===== config.mk =====
export PLATFORM = sky130hd
export DESIGN_NAME = uart_stat_ctrl
export DESIGN_NICKNAME = d
export VERILOG_FILES = /design/src/rtl/uart_sr_pkg.sv /design/src/rtl/usr_bus_decode.sv /design/src/rtl/usr_rx_flags.sv /design/src/rtl/usr_tx_flags.sv /design/src/rtl/uart_stat_ctrl.sv
export SDC_FILE = /design/constraint.sdc
export NUM_CORES = 1
export LEC_CHECK = 0
export ABC_AREA = 0
export ABC_CLOCK_PERIOD_IN_PS = 3400
export BUFFER_PORTS_ARGS = -buffer_cell sky130_fd_sc_hd__buf_2
export CORE_MARGIN = 2
export CORE_UTILIZATION = 53
export DETAILED_ROUTE_END_ITERATION = 8
export PLACE_DENSITY = 0.87
export SLEW_MARGIN = 15
export SYNTH_ARGS = -nofsm -noshare
export SYNTH_HDL_FRONTEND = slang
export SYNTH_SLANG_ARGS = --single-unit

===== constraint.sdc =====
create_clock -name clk -period 3.4 [get_ports clk]
set_input_delay 0.34 -clock clk [delete_from_list [all_inputs] [get_ports clk]]
set_output_delay 0.34 -clock clk [all_outputs]
set_load 0.01 [all_outputs]

===== src/rtl/uart_sr_pkg.sv =====
package uart_sr_pkg;
  typedef enum logic [1:0] {
    SEL_STAT = 2'd0,
    SEL_DATA = 2'd1,
    SEL_BAUD = 2'd2,
    SEL_CTRL = 2'd3
  } reg_sel_e;

  // status bit positions
  localparam int ST_RXF = 0;
  localparam int ST_FE  = 1;
  localparam int ST_NE  = 2;
  localparam int ST_OVR = 3;
  localparam int ST_TC  = 4;
  localparam int ST_TXE = 5;
  localparam int ST_W   = 6;

  // control bit positions
  localparam int CT_RXIE  = 0;
  localparam int CT_TXIE  = 1;
  localparam int CT_TCIE  = 2;
  localparam int CT_ERRIE = 3;
  localparam int CT_W     = 4;

  // error vector order inside the receive slice
  localparam int EV_FE  = 0;
  localparam int EV_NE  = 1;
  localparam int EV_OVR = 2;
  localparam int EV_W   = 3;
endpackage


===== src/rtl/usr_bus_decode.sv =====
module usr_bus_decode
  import uart_sr_pkg::*;
#(
  parameter int ADDR_W = 4
) (
  input  logic              bus_en,
  input  logic              bus_we,
  input  logic [ADDR_W-1:0] bus_addr,
  output reg_sel_e          sel,
  output logic              stat_rd,
  output logic              data_rd,
  output logic              data_wr,
  output logic              baud_wr,
  output logic              ctrl_wr,
  output logic              any_wr
);
  logic upper_ok;
  logic hit;

  generate
    if (ADDR_W > 4) begin : g_upper
      assign upper_ok = (bus_addr[ADDR_W-1:4] == '0);
    end else begin : g_no_upper
      assign upper_ok = 1'b1;
    end
  endgenerate

  always_comb begin
    sel     = reg_sel_e'(bus_addr[3:2]);
    hit     = bus_en && upper_ok && (bus_addr[1:0] == 2'b00);
    stat_rd = hit && !bus_we && (sel == SEL_STAT);
    data_rd = hit && !bus_we && (sel == SEL_DATA);
    data_wr = hit &&  bus_we && (sel == SEL_DATA);
    baud_wr = hit &&  bus_we && (sel == SEL_BAUD);
    ctrl_wr = hit &&  bus_we && (sel == SEL_CTRL);
    any_wr  = bus_en && bus_we;
  end
endmodule


===== src/rtl/usr_rx_flags.sv =====
module usr_rx_flags
  import uart_sr_pkg::*;
#(
  parameter int CHAR_W = 9
) (
  input  logic              clk,
  input  logic              rst_ni,
  input  logic              rx_done,
  input  logic [CHAR_W-1:0] rx_char,
  input  logic              rx_ferr,
  input  logic              rx_nerr,
  input  logic              stat_rd,
  input  logic              data_rd,
  input  logic              any_wr,
  output logic              rx_full,
  output logic [CHAR_W-1:0] rx_data,
  output logic [EV_W-1:0]   err_vec
);
  logic              full_q, full_d;
  logic [CHAR_W-1:0] data_q;
  logic              data_en;
  logic [EV_W-1:0]   err_q, err_d, err_clr;
  logic              pend_q, pend_d;
  logic [EV_W-1:0]   snap_q;
  logic              snap_en;

  always_comb begin
    err_clr = (data_rd && pend_q) ? snap_q : '0;
    err_d   = err_q & ~err_clr;
    full_d  = full_q && !data_rd;
    data_en = rx_done && (!full_q || data_rd);
    if (data_en) begin
      full_d        = 1'b1;
      err_d[EV_FE]  = err_d[EV_FE] | rx_ferr;
      err_d[EV_NE]  = err_d[EV_NE] | rx_nerr;
    end else if (rx_done) begin
      err_d[EV_OVR] = 1'b1;
    end
    snap_en = stat_rd;
    if (stat_rd)                pend_d = 1'b1;
    else if (any_wr || data_rd) pend_d = 1'b0;
    else                        pend_d = pend_q;
  end

  always_ff @(posedge clk or negedge rst_ni) begin
    if (!rst_ni) begin
      full_q <= 1'b0;
      err_q  <= '0;
      pend_q <= 1'b0;
    end else begin
      full_q <= full_d;
      err_q  <= err_d;
      pend_q <= pend_d;
    end
  end

  always_ff @(posedge clk or negedge rst_ni) begin
    if (!rst_ni)      data_q <= '0;
    else if (data_en) data_q <= rx_char;
  end

  always_ff @(posedge clk or negedge rst_ni) begin
    if (!rst_ni)      snap_q <= '0;
    else if (snap_en) snap_q <= err_q;
  end

  assign rx_full = full_q;
  assign rx_data = data_q;
  assign err_vec = err_q;
endmodule


===== src/rtl/usr_tx_flags.sv =====
module usr_tx_flags #(
  parameter int CHAR_W = 9
) (
  input  logic              clk,
  input  logic              rst_ni,
  input  logic              data_wr,
  input  logic [CHAR_W-1:0] wchar,
  input  logic              tx_take,
  input  logic              tx_shift_done,
  output logic              hold_full,
  output logic [CHAR_W-1:0] hold_data,
  output logic              tc
);
  logic              full_q, full_d;
  logic [CHAR_W-1:0] data_q;
  logic              tc_q, tc_d;
  logic              take_ok, load_en;

  always_comb begin
    take_ok = tx_take && full_q;
    load_en = data_wr && (!full_q || take_ok);
    if (load_en)      full_d = 1'b1;
    else if (take_ok) full_d = 1'b0;
    else              full_d = full_q;
    if (load_en)                      tc_d = 1'b0;
    else if (tx_shift_done && !full_q) tc_d = 1'b1;
    else                              tc_d = tc_q;
  end

  always_ff @(posedge clk or negedge rst_ni) begin
    if (!rst_ni) begin
      full_q <= 1'b0;
      tc_q   <= 1'b0;
    end else begin
      full_q <= full_d;
      tc_q   <= tc_d;
    end
  end

  always_ff @(posedge clk or negedge rst_ni) begin
    if (!rst_ni)      data_q <= '0;
    else if (load_en) data_q <= wchar;
  end

  assign hold_full = full_q;
  assign hold_data = data_q;
  assign tc        = tc_q;
endmodule


===== src/rtl/uart_stat_ctrl.sv =====
module uart_stat_ctrl
  import uart_sr_pkg::*;
#(
  parameter int ADDR_W = 4,
  parameter int DATA_W = 16,
  parameter int CHAR_W = 9,
  parameter int BAUD_W = 16
) (
  input  logic              clk,
  input  logic              rst_n,
  input  logic              bus_en,
  input  logic              bus_we,
  input  logic [ADDR_W-1:0] bus_addr,
  input  logic [DATA_W-1:0] bus_wdata,
  output logic [DATA_W-1:0] bus_rdata,
  input  logic              rx_done,
  input  logic [CHAR_W-1:0] rx_char,
  input  logic              rx_ferr,
  input  logic              rx_nerr,
  output logic              tx_hold_valid,
  output logic [CHAR_W-1:0] tx_hold_data,
  input  logic              tx_take,
  input  logic              tx_shift_done,
  output logic [BAUD_W-1:0] baud_div,
  output logic              irq
);
  logic [1:0]        sync_q;
  logic              rst_sync_n;
  reg_sel_e          sel;
  logic              stat_rd, data_rd, data_wr, baud_wr, ctrl_wr, any_wr;
  logic              rx_full;
  logic [CHAR_W-1:0] rx_data;
  logic [EV_W-1:0]   err_vec;
  logic              hold_full;
  logic [CHAR_W-1:0] hold_data;
  logic              tc;
  logic [CHAR_W-1:0] wdata_char;
  logic [BAUD_W-1:0] baud_q;
  logic [CT_W-1:0]   ctrl_ie;
  logic [ST_W-1:0]   status;

  // reset: asserted asynchronously, released on the clock
  always_ff @(posedge clk or negedge rst_n) begin
    if (!rst_n) sync_q <= 2'b00;
    else        sync_q <= {sync_q[0], 1'b1};
  end
  assign rst_sync_n = sync_q[1];

  assign wdata_char = bus_wdata[CHAR_W-1:0];

  usr_bus_decode #(.ADDR_W(ADDR_W)) u_dec (
    .bus_en  (bus_en),
    .bus_we  (bus_we),
    .bus_addr(bus_addr),
    .sel     (sel),
    .stat_rd (stat_rd),
    .data_rd (data_rd),
    .data_wr (data_wr),
    .baud_wr (baud_wr),
    .ctrl_wr (ctrl_wr),
    .any_wr  (any_wr)
  );

  usr_rx_flags #(.CHAR_W(CHAR_W)) u_rx (
    .clk    (clk),
    .rst_ni (rst_sync_n),
    .rx_done(rx_done),
    .rx_char(rx_char),
    .rx_ferr(rx_ferr),
    .rx_nerr(rx_nerr),
    .stat_rd(stat_rd),
    .data_rd(data_rd),
    .any_wr (any_wr),
    .rx_full(rx_full),
    .rx_data(rx_data),
    .err_vec(err_vec)
  );

  usr_tx_flags #(.CHAR_W(CHAR_W)) u_tx (
    .clk          (clk),
    .rst_ni       (rst_sync_n),
    .data_wr      (data_wr),
    .wchar        (wdata_char),
    .tx_take      (tx_take),
    .tx_shift_done(tx_shift_done),
    .hold_full    (hold_full),
    .hold_data    (hold_data),
    .tc           (tc)
  );

  always_ff @(posedge clk or negedge rst_sync_n) begin
    if (!rst_sync_n)  baud_q <= '0;
    else if (baud_wr) baud_q <= bus_wdata[BAUD_W-1:0];
  end

  always_ff @(posedge clk or negedge rst_sync_n) begin
    if (!rst_sync_n)  ctrl_ie <= '0;
    else if (ctrl_wr) ctrl_ie <= bus_wdata[CT_W-1:0];
  end

  always_comb begin
    status         = '0;
    status[ST_RXF] = rx_full;
    status[ST_FE]  = err_vec[EV_FE];
    status[ST_NE]  = err_vec[EV_NE];
    status[ST_OVR] = err_vec[EV_OVR];
    status[ST_TC]  = tc;
    status[ST_TXE] = !hold_full;
  end

  always_comb begin
    bus_rdata = '0;
    unique case (sel)
      SEL_STAT: bus_rdata[ST_W-1:0]   = status;
      SEL_DATA: bus_rdata[CHAR_W-1:0] = rx_data;
      SEL_BAUD: bus_rdata[BAUD_W-1:0] = baud_q;
      SEL_CTRL: bus_rdata[CT_W-1:0]   = ctrl_ie;
      default:  bus_rdata = '0;
    endcase
  end

  assign irq = (status[ST_RXF] & ctrl_ie[CT_RXIE])
             | (status[ST_TXE] & ctrl_ie[CT_TXIE])
             | (status[ST_TC]  & ctrl_ie[CT_TCIE])
             | ((|err_vec)     & ctrl_ie[CT_ERRIE]);

  assign tx_hold_valid = hold_full;
  assign tx_hold_data  = hold_data;
  assign baud_div      = baud_q;
endmodule


==> metrics.md <==
| Metric | Value |
|---|---|
| Die X | `between 60 and 70 um` |
| Worst Setup Start Kind | `primary input` |
| Initial antenna violation count | `0` |
| Die height | `69.9 um` |
| Slew HR | `32.3%` |
| Max IR drop VDD | `0.273 mV` |
| Layout filler cell count | `~310` |
| Mean Syn Cell Area | `between 10 and 15 um2` |
| Avg Vias per Cell | `5.70` |
| YS warnings | `0` |
| Power per cell area | `between 500 and 600 nW/um2` |
| Pleak | `1.46 nW` |
| Worst Path Class, Setup | `primary input to primary output` |
| CTS tree | `yes` |
| DRT antenna net count | `0` |
| Synth area leaders | `dfrtp_1 54%, mux2_2 15%, mux2_1 5.4%` |
| Core Region | `a little over 4000 um2` |
| # DRC | `0` |
| Min Tclk post-route | `between 2000 and 2500 ps` |
| Cell Chain, Critical Path | `buf_2 > inv_1 > ha_1 > a222oi_1 > mux2i_1 > buf_2` |
| Later-pin clock latency in the skew report | `300 ps` |
| Synth unique cells | `35` |
| Hold buffers post-CTS | `1` |
| Setup_tns | `0 ps` |
| Htree depth | `2` |
| First-pass GRT wire length | `between 8000 and 9000 um` |
| Clock slew at reported path FFs | `approximately 90 ps` |
| CP peak stage delay | `roughly 590 ps` |
| Final HPWL DP | `approximately 4000 um` |
| Most frequent cells in the layout | `80 x buf_2, 49 x dfrtp_1, 30 x mux2_2` |
| RSZ-0062 raised after global routing | `false` |
| Slowest CP cell | `ha_1` |
| Critical Path AT | `1810 ps` |
| I/O Buffers | `80` |
| Num CTS Buffers | `5` |
| Number of synthesized flops with an enable pin | `0` |
| Clk root buf | `clkbuf_8` |
| Reg2Reg Depth | `3` |
| Maximum clock path buffer count | `2` |
| Wirelength per Cell | `between 15 and 20 um` |
| CP Max Fanout | `17` |
| Hold Crit Depth | `2` |
| Crit path top cell by count | `buf_2` |
| CP Data Required Time | `about 3100 ps` |
| Status | `finished, final reports clean` |
| Final Skew | `5.51 ps` |
| Initial DRC Count | `184` |
| Setup crit end kind | `primary output` |
| Layout cell share with drive strength beyond 1 | `between 40% and 50%` |
| Initial core utilization | `between 50% and 60%` |
| Slew @ Worst Pin | `slightly above 1000 ps` |
| Worst min path class | `primary input to register` |
| Seq cells post-synth | `50` |
| Congestion Overflow GR | `0` |
| ANT cells | `0` |
| Endpoints failing setup | `0` |
| Final worst path period share | `63.2%` |
| Register area share after synthesis | `between 50% and 60%` |
| Area leader, netlist | `dfrtp_1` |
| Ys flop type | `dfrtp_1` |
| Fraction of registers with async set/reset | `100%` |
| Hold Vio Cnt, Final | `0` |
| Via count | `1737` |
| Top cell type's share of synthesized area | `a little over half` |
| WL final | `approximately 5300 um` |
| GRT Total Usage | `23.1%` |
| Drt first pass iters | `4` |
| # clock sinks | `50` |
| Final Net Count | `approximately 300` |
| Number of setup buffers added after CTS | `0` |
| Fin. max-slew vios | `0` |
| Cells after synthesis | `approximately 170` |
| Peak Freq | `0.466 GHz` |
| Min Hold Slack | `roughly 240 ps` |
| Area growth, synth to finish | `23.7%` |
| Vias in the first global route | `between 1500 and 2000` |
| Area of the mapped netlist | `2300 um2` |
| Std-Cell Rows | `23` |
| Syn_nets | `216` |
| Max Cap Violations | `0` |
| Num ports | `81` |
| Die area | `slightly below 5000 um2` |
| Post-cts resize count | `0` |
| Largest net degree at the start of global routing | `49` |
| GP Congestion | `roughly 0.84` |
| Commonest non-fill, non-tap cell in the layout | `buf_2` |
[cell families (layout without fill, tap and decap cells)]
| family | count (synthesis) | after routing | share of synthesized area, % |
|---|---|---|---|
| compound gates | 21 | 21 | 7.78 |
| mux | 45 | 45 | 21.8 |
| simple gates | 36 | 36 | 9.85 |
| fa+ha+maj | 6 | 6 | 3.26 |
| buf+inv | 13 | 96 | 2.72 |
| flops | 50 | 50 | 54.4 |
| other cells | 1 | 1 | 0.163 |
[synth_stat cells, types with 2 or more instances]
| library cell | instances |
|---|---|
| mux2_1 | 11 |
| and2_1 | 7 |
| o21ai_0 | 2 |
| dfrtp_1 | 50 |
| nand3b_1 | 3 |
| ha_1 | 6 |
| a41oi_1 | 2 |
| nor2b_1 | 5 |
| buf_2 | 2 |
| mux2i_1 | 4 |
| mux2_2 | 30 |
| o311a_1 | 2 |
| inv_1 | 7 |
| nor2_1 | 3 |
| nand3_1 | 2 |
| a22oi_1 | 3 |
| nand2_1 | 8 |
| a222oi_1 | 7 |
| nand2b_1 | 2 |
[sequential cells by signal, indices dropped and copies added, names as in the netlist]
register / flops
baud_div: 16
ctrl_ie: 4
sync_q: 2
u_rx.err_vec: 3
u_rx.pend_q: 1
u_rx.rx_data: 9
u_rx.rx_full: 1
u_rx.snap_q: 3
u_tx.hold_data: 9
u_tx.hold_full: 1
u_tx.tc: 1
[power by group]
part	switching, mW	leakage (nW)	total [mW]	internal (mW)
sequential	0.0800	0.609	0.780	0.700
combinational	0.143	0.800	0.309	0.166
clock	0.184	0.0524	0.404	0.220
total	0.406	1.46	1.49	1.09
[cell type report]
cell class	instances	area [um2]	share of cell area [%]
Clock buffer	7	76.3	2.68
Clock inverter	1	30.0	1.06
Inverter	7	26.3	0.924
Multi-Input combinational cell	109	986	34.7
Sequential cell	50	1250	44.0
Tap cell	50	62.6	2.20
Timing Repair Buffer	81	410	14.4
[through the flow]
stage	worst slack, ps	instances	utilization, %	power (mW)	instance area [um2]
after global placement	1280	296	66.7	1.08	2730
after CTS	1270	305	69.6	1.50	2840
after global routing	1110	305	69.6	1.57	2840
after floorplan	1720	172	-	0.947	2300
after detailed placement	1190	296	66.7	1.10	2730
final	1250	305	69.6	1.49	2840
[critical path, delay by kind of cell]
| family | cells | cell delay, ps |
|---|---|---|
| buffers and inverters | 3 | 400 |
| AOI/OAI and AO/OA | 1 | 250 |
| muxes | 1 | 230 |
| adders and majority gates | 1 | 590 |
[per-layer routing]
| layer | track usage [%] | up-vias | wire length [um] |
|---|---|---|---|
| li1 | - | 791 | - |
| met1 | 32.2 | 857 | 2320 |
| met2 | 36.0 | 80 | 2470 |
| met3 | 5.63 | 9 | 378 |
| met4 | 7.48 | 0 | 84 |
| met5 | 0 | - | 0 |
[final timing paths]
kind	to	slack, ps	start
worst min register to register	sync_q[1]$_DFF_PN0_	360	sync_q[0]$_DFF_PN0_
worst max-delay path	bus_rdata[1]	1250	bus_addr[2]
max in group asynchronous	u_rx.err_vec[2]$_DFF_PN0_	2320	sync_q[1]$_DFF_PN0_
worst min-delay path	baud_div[12]$_DFFE_PN0P_	240	bus_wdata[12]
worst max register to register	u_rx.rx_data[6]$_DFFE_PN0P_	1970	u_rx.rx_full$_DFF_PN0_
min in group asynchronous	sync_q[1]$_DFF_PN0_	350	rst_n
No activity file was read; power rests on OpenSTA's default activity.
